==> config.mk <==
export PLATFORM = sky130hd
export DESIGN_NAME = clkdiv_sys
export DESIGN_NICKNAME = d
export VERILOG_FILES = /design/src/rtl/clkdiv_pkg.sv /design/src/rtl/clkdiv_regs.sv /design/src/rtl/clkdiv_core.sv /design/src/rtl/clkdiv_sys.sv
export SDC_FILE = /design/constraint.sdc
export NUM_CORES = 1
export LEC_CHECK = 0
export ABC_CLOCK_PERIOD_IN_PS = 2100
export CAP_MARGIN = 20
export CORE_ASPECT_RATIO = 1.4
export CORE_MARGIN = 10
export CORE_UTILIZATION = 35
export CTS_CLUSTER_DIAMETER = 100
export DETAILED_ROUTE_END_ITERATION = 16
export DONT_BUFFER_PORTS = 1
export PLACE_DENSITY = 0.55
export RECOVER_POWER = 25
export SETUP_SLACK_MARGIN = 0.4
export SYNTH_ARGS = -nofsm -noshare
export SYNTH_HDL_FRONTEND = slang
export SYNTH_SLANG_ARGS = --single-unit
==> constraint.sdc <==
create_clock -name clk_src -period 2.1 [get_ports clk_src]
set_input_delay 0.105 -clock clk_src [delete_from_list [all_inputs] [get_ports clk_src]]
set_output_delay 0.105 -clock clk_src [all_outputs]
set_load 0.02 [all_outputs]
==> src/rtl/clkdiv_pkg.sv <==
package clkdiv_pkg;
   // Byte offsets of the two registers; accesses are whole aligned words.
   localparam int unsigned CTRL_OFS = 32'h20;
   localparam int unsigned UEN_OFS  = 32'h24;
   // Field positions inside the control word.
   localparam int unsigned DIV_LSB  = 1;
   localparam int unsigned TRIM_LSB = 16;
   localparam int unsigned DATA_W   = 32;
endpackage

==> src/rtl/clkdiv_regs.sv <==
module clkdiv_regs
   import clkdiv_pkg::*;
#(
   parameter int DIV_W      = 3,
   parameter int TRIM_W     = 6,
   parameter int ADDR_W     = 12,
   parameter int RESET_DIV  = 4,
   parameter int TRIM_RESET = 'h25
) (
   input  logic              clk,
   input  logic              rst_n,
   input  logic              we,
   input  logic [ADDR_W-1:0] addr,
   input  logic [DATA_W-1:0] wdata,
   output logic [DATA_W-1:0] rdata,
   output logic [DIV_W-1:0]  pend_div,
   output logic [TRIM_W-1:0] trim,
   output logic              commit
);
   localparam logic [ADDR_W-1:0] CTRL_A = ADDR_W'(CTRL_OFS);
   localparam logic [ADDR_W-1:0] UEN_A  = ADDR_W'(UEN_OFS);

   if (DIV_LSB + DIV_W > TRIM_LSB) begin : g_bad_div
      $error("ratio field overlaps trim field");
   end
   if (TRIM_LSB + TRIM_W > DATA_W) begin : g_bad_trim
      $error("trim field exceeds data word");
   end
   if (ADDR_W < 6) begin : g_bad_addr
      $error("address too narrow for register offsets");
   end

   logic ctrl_hit, uen_hit;
   logic uen_bit, armed;

   assign ctrl_hit = (addr == CTRL_A);
   assign uen_hit  = (addr == UEN_A);

   // A 1 commits only if the previous commit-register write was a 0.
   assign commit = we && uen_hit && wdata[0] && armed;

   always_ff @(posedge clk or negedge rst_n) begin
      if (!rst_n) begin
         pend_div <= DIV_W'(RESET_DIV);
         trim     <= TRIM_W'(TRIM_RESET);
         uen_bit  <= 1'b0;
         armed    <= 1'b0;
      end else if (we) begin
         if (ctrl_hit) begin
            pend_div <= wdata[DIV_LSB +: DIV_W];
            trim     <= wdata[TRIM_LSB +: TRIM_W];
         end
         if (uen_hit) begin
            uen_bit <= wdata[0];
            armed   <= ~wdata[0];
         end
      end
   end

   always_comb begin
      rdata = '0;
      if (ctrl_hit) begin
         rdata[DIV_LSB +: DIV_W]   = pend_div;
         rdata[TRIM_LSB +: TRIM_W] = trim;
      end else if (uen_hit) begin
         rdata[0] = uen_bit;
      end
   end

   logic unused_wdata;
   assign unused_wdata = ^wdata;
endmodule

==> src/rtl/clkdiv_core.sv <==
module clkdiv_core #(
   parameter int DIV_W     = 3,
   parameter int RESET_DIV = 4,
   localparam int NRAT     = 2 ** DIV_W,
   localparam int CNT_W    = NRAT - 1
) (
   input  logic             clk,
   input  logic             rst_n,
   input  logic             commit,
   input  logic [DIV_W-1:0] new_div,
   output logic [CNT_W-1:0] cnt,
   output logic             apply_pend,
   output logic [DIV_W-1:0] act_next,
   output logic [DIV_W-1:0] act_sel,
   output logic             clk_out
);
   if (DIV_W < 1 || DIV_W > 5) begin : g_bad_w
      $error("DIV_W must lie in 1..5");
   end
   if (RESET_DIV >= NRAT) begin : g_bad_rst
      $error("RESET_DIV out of range");
   end

   logic [DIV_W-1:0] stage;
   logic             wrap;

   assign wrap = &cnt;

   // Rising-edge side: shared counter, staged ratio, boundary hand-over.
   always_ff @(posedge clk or negedge rst_n) begin
      if (!rst_n) begin
         cnt        <= '0;
         stage      <= DIV_W'(RESET_DIV);
         apply_pend <= 1'b0;
         act_next   <= DIV_W'(RESET_DIV);
      end else begin
         cnt <= cnt + CNT_W'(1);
         if (commit) stage <= new_div;
         if (commit)    apply_pend <= 1'b1;
         else if (wrap) apply_pend <= 1'b0;
         if (apply_pend && wrap) act_next <= stage;
      end
   end

   // Falling-edge side: the select moves half a cycle after the wrap,
   // when the source and every counter tap are low.
   always_ff @(negedge clk or negedge rst_n) begin
      if (!rst_n) act_sel <= DIV_W'(RESET_DIV);
      else        act_sel <= act_next;
   end

   logic [NRAT-1:0] taps;
   for (genvar k = 0; k < NRAT; k++) begin : g_tap
      if (k == 0) begin : g_pass
         assign taps[k] = clk;
      end else begin : g_div
         assign taps[k] = cnt[k-1];
      end
   end

   assign clk_out = taps[act_sel];
endmodule

==> src/rtl/clkdiv_sys.sv <==
module clkdiv_sys
   import clkdiv_pkg::*;
#(
   parameter int DIV_W      = 3,
   parameter int TRIM_W     = 6,
   parameter int ADDR_W     = 12,
   parameter int RESET_DIV  = 4,
   parameter int TRIM_RESET = 'h25
) (
   input  logic              clk_src,
   input  logic              rst_n,
   input  logic              reg_we,
   input  logic [ADDR_W-1:0] reg_addr,
   input  logic [31:0]       reg_wdata,
   output logic [31:0]       reg_rdata,
   output logic              clk_out,
   output logic [TRIM_W-1:0] trim_out
);
   localparam int CNT_W = 2 ** DIV_W - 1;

   logic [DIV_W-1:0] pend_div;
   logic             commit;
   logic [CNT_W-1:0] cnt;
   logic             apply_pend;
   logic [DIV_W-1:0] act_next;
   logic [DIV_W-1:0] act_sel;

   clkdiv_regs #(
      .DIV_W(DIV_W), .TRIM_W(TRIM_W), .ADDR_W(ADDR_W),
      .RESET_DIV(RESET_DIV), .TRIM_RESET(TRIM_RESET)
   ) u_regs (
      .clk(clk_src), .rst_n(rst_n), .we(reg_we), .addr(reg_addr),
      .wdata(reg_wdata), .rdata(reg_rdata), .pend_div(pend_div),
      .trim(trim_out), .commit(commit)
   );

   clkdiv_core #(
      .DIV_W(DIV_W), .RESET_DIV(RESET_DIV)
   ) u_core (
      .clk(clk_src), .rst_n(rst_n), .commit(commit), .new_div(pend_div),
      .cnt(cnt), .apply_pend(apply_pend), .act_next(act_next),
      .act_sel(act_sel), .clk_out(clk_out)
   );
endmodule

Word level (Yosys, flattened, before mapping)
Index checks and enable logic that the tools add are counted.
Operators by class
  bitwise logic cells: 1
  equality and inequality tests: 2
  $lt $le $gt $ge: 1
  reduce and logical (&&, ||, !) cells: 8
  $add $sub $neg: 1
  mux-type cells: 8
Operators with widths (count)
  $eq A12 B6 Y1 const B: 2
  $add A7 B1 Y7 const B: 1
  $reduce_and A7 Y1: 1
  $mux W6: 1
  $mux W1: 5
  $logic_and A1 B1 Y1: 4
  $lt A3 B4 Y1 const B: 1
  $reduce_and A2 Y1: 2
  $bmux W1 S3: 1
  $mux W3: 1
  $reduce_bool A2 Y1: 1
  $not A1 Y1: 1
Storage, ports and cells
  register bits: 28
  bits of input ports: 47
  output and inout bits: 39
  word-level logic and storage cells: 30

Depth between registers and ports, before layout
Gate-level depths: netlist (run 1).
  depth in word-level cells: 5
  gate-level depth with buffers: 4
  depth with buffers taken out: 4

Modules after synthesis
From an unflattened synthesis (run 1), not the netlist that was laid out.
Unflattened totals
  cell total of the unflattened synthesis: 112
  area, all modules: 1415.1 um^2
By module, submodules not included
  clkdiv_regs: instances 1, area each 740.7 um^2, sequential area each 280.3 um^2, cells an instance 69
  clkdiv_core: instances 1, area each 674.4 um^2, sequential area each 429.2 um^2, cells an instance 43

==> out/qor.csv, run 1 <==
stage,metric,value,unit
outcome,status,"complete, but fails checks",
outcome,violations,"negative hold slack, negative setup slack",
worst_setup_path,crit_fanout,2,
finish,n_antenna_cell,0,
pwr,ir_drop,477.3,uV
timing,rsz0062_at_grt,yes,
global_routing,antenna_found_initial,0,
synth,yosysWarnings,0,
synth,synthTopCellsByCount,"22 x buf_4, 19 x dfrtp_1, 10 x and2_1",
synth,synth_top_family_by_area,multiplexers,
worst_setup_path,cp_top_family,multiplexers,
worst_setup_path,critPathBufInv,0,
synth,postSynthCellCount,112,
synth,async_reset_ff_share,100.0,%
global_routing,track_usage,9.281,%
hold_path,worst_hold_path_type,in -> reg,
route,drc_errors,0,
worst_setup_path,cp_slowest_stage_delay,0.51,ns
finish,final_nets,181,
synth,synth.avg_cell_area,12.86,sq um
worst_setup_path,cp-end-kind,output pin,
die,coreArea,0.003953,sq mm
global_routing,grt_overflow,0,
worst_setup_path,slowest_stage,mux4_2,
global_routing,grt_max_degree,26,
pwr,leakage,0.7912,nW
route,first_iter_violations,34,
synth,synth.most_common_cell,buf_4,
synth,synthFlopType,dfrtp_1,
timing,slew_violations,0,
cts,clock_latency,0.45,ns
synth,synth_edf_count,0,
place,post-place-ws,-0.3082,ns
cts,clk_pin_slew,0.09,ns
place,io_buffers,0,
global_routing,grt_pass1_wl,4.940,mm
finish,regArea,709.4,sq um
worst_setup_path,worstPathArrival,2.75,ns
die,rows,27,
route,first_pass_iters,2,
die,die_area,0.007116,sq mm
worst_setup_path,regToRegSetupSlack,0.53,ns
synth,synthAdderAreaFrac,0.8688,%
die,start_util,36.44,%
finish,area_growth,16.42,%
finish,drive_above_1_share,32.58,%
synth,synth_compound_area_share,0.6950,%
route,wl,3.007,mm
worst_setup_path,criticalPathCategory,reg -> out,
synth,synth.distinct_cells,29,
timing,setup-violations-final,1,
synth,netlist_area,0.001440,sq mm
pwr,powerDensity,760.8,mW/mm^2
synth,synth_simple_gate_area_share,13.81,%
synth,synth_area_leaders,"dfrtp_1 33%, dfstp_2 13%, buf_4 11%",
global_routing,grt_pass1_vias,999,
worst_setup_path,critPathLaunchType,flop,
die,io_pins,86,
timing,fin_skew,0.07606,ns
synth,yosys.area.top_type,dfrtp_1,
synth,ys_seq_area_share,49.26,%
die,dieHeight,95.90,microns
run,max_cap_violations,0,
worst_setup_path,crit_chain,mux4_2 > mux2_4,
finish,multi_input_area,653.1,sq um
worst_setup_path,cp.required,2.00,ns
cts,postCtsSetupRepairBufs,0,
timing,max_slew_margin,11.07,%
synth,ys_ff_latch,28,
synth,muxShareOfSynthArea,19.46,%
cts,cts_resized,0,
route,post_drt_wl_per_cell,17.18,microns
timing,hold_ws,-0.008738,ns
timing,hold_viol_final,1,
timing,worst_slack,-0.7524,ns
synth,synth_xor_area_share,3.041,%
timing,worst-slew-pin-transition,1.334,ns
die,fp.dieW,74.21,microns
finish,fillers,382,
synth,synth_top_area_share,33.01,%
place,place_congestion,0.6701,
route,antenna_left,0,
place,hpwl,2.213,mm
route,vias,821,
route,viasPerCell,4.691,
cts,cts_tree,built,
layout make-up:
cell class	count	share of cell area, %
Clock inverter	2	2.015
Clock buffer	6	4.925
Tap cell	43	3.209
Inverter	2	0.4478
Sequential cell	28	42.31
Multi-Input combinational cell	79	38.96
Timing Repair Buffer	15	8.134
worst paths after layout:
check                              startpoint                 to  cells past startpoint
hold / removal                    reg_addr[2]       u_regs.armed                      3
setup reg to reg           u_core.act_next[2]  u_core.act_sel[2]                      0
max in group asynchronous               rst_n     u_regs.uen_bit                      2
hold reg to reg             u_core.apply_pend  u_core.apply_pend                      1
min in group asynchronous               rst_n  u_core.act_sel[0]                      0
setup / recovery            u_core.act_sel[0]            clk_out                      2
cells by family after synthesis:
logic type,count (synthesis)
buffers and inverters,26
AND/OR/NAND/NOR,30
multiplexers,20
flip-flops,28
other,1
XOR/XNOR,5
AO/OA/AOI/OAI,1
adder cells (fa/ha/maj),1
registers in the layout, summed over array words and instances (netlist names):
register,cells
u_regs.armed,1
u_core.act_sel,3
u_core.cnt,7
u_core.act_next,3
u_regs.trim,6
u_regs.uen_bit,1
u_regs.pend_div,3
u_core.apply_pend,1
u_core.stage,3
metrics by stage:
stage / std cells / utilization, % / setup TNS (ns) / instance area [sq um] / total power [mW]
4_1_cts: 176 / 43.08 / -0.7777 / 1703 / 1.303
6_report: 175 / 42.42 / -0.7524 / 1677 / 1.276
5_1_grt: 175 / 42.42 / -0.8208 / 1677 / 1.344
3_3_place_gp: 156 / 36.69 / -0.2896 / 1450 / 0.6818
2_1_floorplan: 133 / - / -0.2865 / 1550 / 0.7135
3_5_place_dp: 156 / 36.69 / -0.3082 / 1450 / 0.6820
cells in the final DEF (no fill, tap or decap), types with 5 or more instances in the layout:
master / n
mux2_4: 11
dfstp_2: 7
and2_1: 10
conb_1: 22
nand2_1: 5
dfrtp_1: 19
clkbuf_8: 6
mux2_2: 6
dlygate4sd3_1: 11
report_power, final:
part / switching [mW] / total [mW] / leakage [nW] / internal [mW]
Clock: 0.237 / 0.660 / 0.0745 / 0.423
Combinational: 0.0538 / 0.0729 / 0.371 / 0.0191
Sequential: 0.00144 / 0.543 / 0.346 / 0.541
Total: 0.292 / 1.28 / 0.791 / 0.984
metal layers:
layer	global-route usage [%]	share of wire (%)	vias to the layer above
li1	-	-	376
met1	9.506	37	402
met2	14.67	53	35
met3	4.634	7.6	8
met4	5.963	2.2	0
met5	0	0	-
timing repair:
action                                  in CTS  in global routing
endpoints found under the hold margin       36                  0
hold buffers                                13                  0
endpoints found under the setup margin       1                  2
cloned                                       0                  0
Power figures use the tool's default switching activity.
==> run 2: changes to the inputs <==
Settings changed: ABC_AREA set to 1, PLACE_DENSITY 0.55 to 0.47.
==> out/qor.csv, run 2 <==
stage,metric,value,unit,change
global_routing,grt_pass1_vias,1172,,+17%
cts,cts_tree,built,,
synth,synth.distinct_cells,25,,-14%
outcome,status,"complete, but fails checks",,
worst_setup_path,slowest_stage,dfrtn_1,,
timing,slew_violations,0,,unchanged
synth,yosys.area.top_type,dfrtp_1,,
die,dieHeight,98.08,microns,+2.3%
finish,regArea,709.4,sq um,unchanged
cts,clock_latency,0.46,ns,about the same
hold_path,worst_hold_path_type,in -> reg,,
finish,final_nets,249,,+38%
die,rows,28,,+3.7%
place,io_buffers,0,,unchanged
die,fp.dieW,75.77,microns,+2.1%
global_routing,grt_max_degree,26,,unchanged
worst_setup_path,criticalPathCategory,reg -> out,,
route,wl,3.267,mm,+8.6%
die,start_util,36.25,%,-0.19 points
synth,synthTopCellsByCount,"31 x nor2_1, 28 x inv_1, 24 x nand2_1",,
worst_setup_path,critPathLaunchType,flop,,
place,place_congestion,0.7336,,+9.5%
global_routing,grt_pass1_wl,5.347,mm,+8.2%
finish,final_common_cell,nor2_1,,
synth,ys_ff_latch,28,,unchanged
cts,clk_pin_slew,0.09,ns,about the same
worst_setup_path,crit_fanout,7,,+5
worst_setup_path,crit_chain,o21ai_1 > o21ai_1 > nor2_2 > a21oi_4,,
finish,drive_above_1_share,15.00,%,-18 points
finish,largest_reg_flops,7,,unchanged
route,first_iter_violations,42,,+24%
worst_setup_path,crit_path_frequent_cell,o21ai_1,,
synth,synth.avg_cell_area,8.420,sq um,-35%
finish,layout_common_cells,"30 x nor2_1, 28 x inv_1, 24 x nand2_1, 22 x conb_1, 19 x dfrtp_1",,
finish,area_growth,12.64,%,
finish,fillers,441,,+15%
outcome,violations,negative setup slack,,
global_routing,antenna_found_initial,0,,unchanged
synth,yosysWarnings,0,,unchanged
global_routing,grt_overflow,0,,unchanged
place,dp_cells,224,,+44%
route,viasPerCell,4.433,,-5.5%
synth,async_reset_ff_share,100.0,%,unchanged
synth,netlist_area,0.001524,sq mm,+5.8%
synth,synthFlopType,dfrtp_1,,
synth,synth_edf_count,0,,unchanged
timing,fin_skew,0.07652,ns,+0.0004632 ns
finish,regMostFlops,u_core.cnt,,
synth,synth_top_area_share,31.20,%,-1.8 points
pwr,ir_drop,267.6,uV,-44%
worst_setup_path,cp-end-kind,output pin,,
pwr,powerDensity,683.9,mW/mm^2,-10%
timing,rsz0062_at_grt,yes,,
worst_setup_path,cp.required,2.00,ns,about the same
finish,reg_top3,"u_core.cnt (7), u_regs.trim (6)",,
synth,ys_seq_area_share,46.55,%,-2.7 points
finish,multi_input_area,621.8,sq um,-4.8%
synth,synth.most_common_cell,nor2_1,,
synth,postSynthCellCount,181,,+62%
timing,worst-slew-pin-transition,1.323,ns,-0.01119 ns
die,die_area,0.007431,sq mm,+4.4%
timing,worst_slack,-0.4701,ns,+0.2823 ns
place,hpwl,2.574,mm,+16%
worst_setup_path,critPathBufInv,0,,unchanged
timing,setup-violations-final,4,,+3
run,max_cap_violations,0,,unchanged
route,post_drt_wl_per_cell,13.33,microns,-22%
finish,fin_cells,245,,+40%
worst_setup_path,worstPathArrival,2.47,ns,-0.28 ns
pwr,leakage,0.9133,nW,+15%
die,coreArea,0.004204,sq mm,+6.4%
global_routing,track_usage,9.441,%,+0.16 points
route,vias,1086,,+32%
worst_setup_path,cp_slowest_stage_delay,0.49,ns,-0.02 ns
worst_setup_path,cp_top_family,flip-flops,,
finish,n_antenna_cell,0,,unchanged
timing,hold_viol_final,0,,-1
synth,synth_area_leaders,"dfrtp_1 31%, dfstp_2 12%, buf_4 11%",,
route,first_pass_iters,3,,+1
cts,postCtsSetupRepairBufs,0,,unchanged
die,io_pins,86,,unchanged
route,antenna_left,0,,unchanged
timing,hold_ws,0.01361,ns,+0.02235 ns
timing,max_slew_margin,11.82,%,+0.75 points
route,drc_errors,0,,unchanged
-- run 2: cell types whose count changed in the layout (fill, tap and decap cells not counted), moves of 4 or more --
cell / before / now
nor2_1: 1 / 30
mux2_4: 11 / 0
mux2_2: 6 / 0
nand2_1: 5 / 24
inv_1: 3 / 28
nand3_1: 2 / 9
a21oi_2: 0 / 9
and2_1: 10 / 0
o21ai_0: 0 / 4
-- run 2: kinds of logic after synthesis --
family                     Yosys count  share of synthesized area [%]
adders and majority gates            1                         0.8209
AOI/OAI and AO/OA                   21                          9.278
and+or+nand+nor                     73                          21.51
buffers and inverters               52                          18.72
xor gates and xnor gates             5                          2.873
other                                1                         0.2461
DFF                                 28                          46.55
-- run 2: repair_timing --
item,CTS,global route
endpoints found under the setup margin,4,4
hold buffers,14,0
cloned,0,0
gates resized for setup,1,2
hold endpoints to repair,40,0
pin swaps,0,4
-- run 2: layer usage --
metal / wire (microns) / vias to the layer above / GRT usage, %
met3: 205 / 4 / 4.863
met2: 1980 / 25 / 17.26
li1: - / 546 / -
met1: 1037 / 511 / 7.678
met4: 44 / 0 / 4.878
met5: 0 / - / 0
-- run 2: per-stage QoR --
stage	setup slack [ns]	instance area [sq um]	util [%]	TNS [ns]	total power [mW]
global placement	-0.01692	1494	35.54	-0.01692	0.6901
finish	-0.4701	1717	40.83	-0.4701	1.174
global route	-0.5621	1717	40.83	-0.5621	1.249
CTS	-0.4737	1730	41.16	-0.4737	1.195
detailed placement	-0.01079	1494	35.54	-0.01079	0.6912
floorplan	0.03331	1614	-	0	0.7206
-- run 2: power by group --
group	total (mW)	internal, mW	switching (mW)	leakage [nW]
clock	0.551	0.296	0.255	0.0588
sequential	0.543	0.541	0.00145	0.315
combinational	0.0801	0.0212	0.0589	0.539
-- run 2: cell type report --
| type | count | share of cell area (%) |
|---|---|---|
| multi-input combinational | 122 | 36.22 |
| inverter | 28 | 6.122 |
| tap | 45 | 3.280 |
| sequential | 28 | 41.33 |
| clock buffer | 7 | 5.029 |
| clock inverter | 1 | 0.2187 |
| timing repair buffer | 14 | 7.799 |
-- run 2: worst paths after layout --
check / startpoint / end / slack (ns) / cells after the start
max: u_core.act_sel[0] / clk_out / -0.47 / 4
min: reg_addr[2] / u_regs.armed / 0.01 / 4
max reg2reg: u_core.act_next[2] / u_core.act_sel[2] / 0.52 / 0
min reg2reg: u_core.stage[2] / u_core.stage[2] / 0.47 / 2
max in group asynchronous: rst_n / u_regs.trim[4] / 0.78 / 2
min in group asynchronous: rst_n / u_core.act_sel[1] / 0.33 / 0
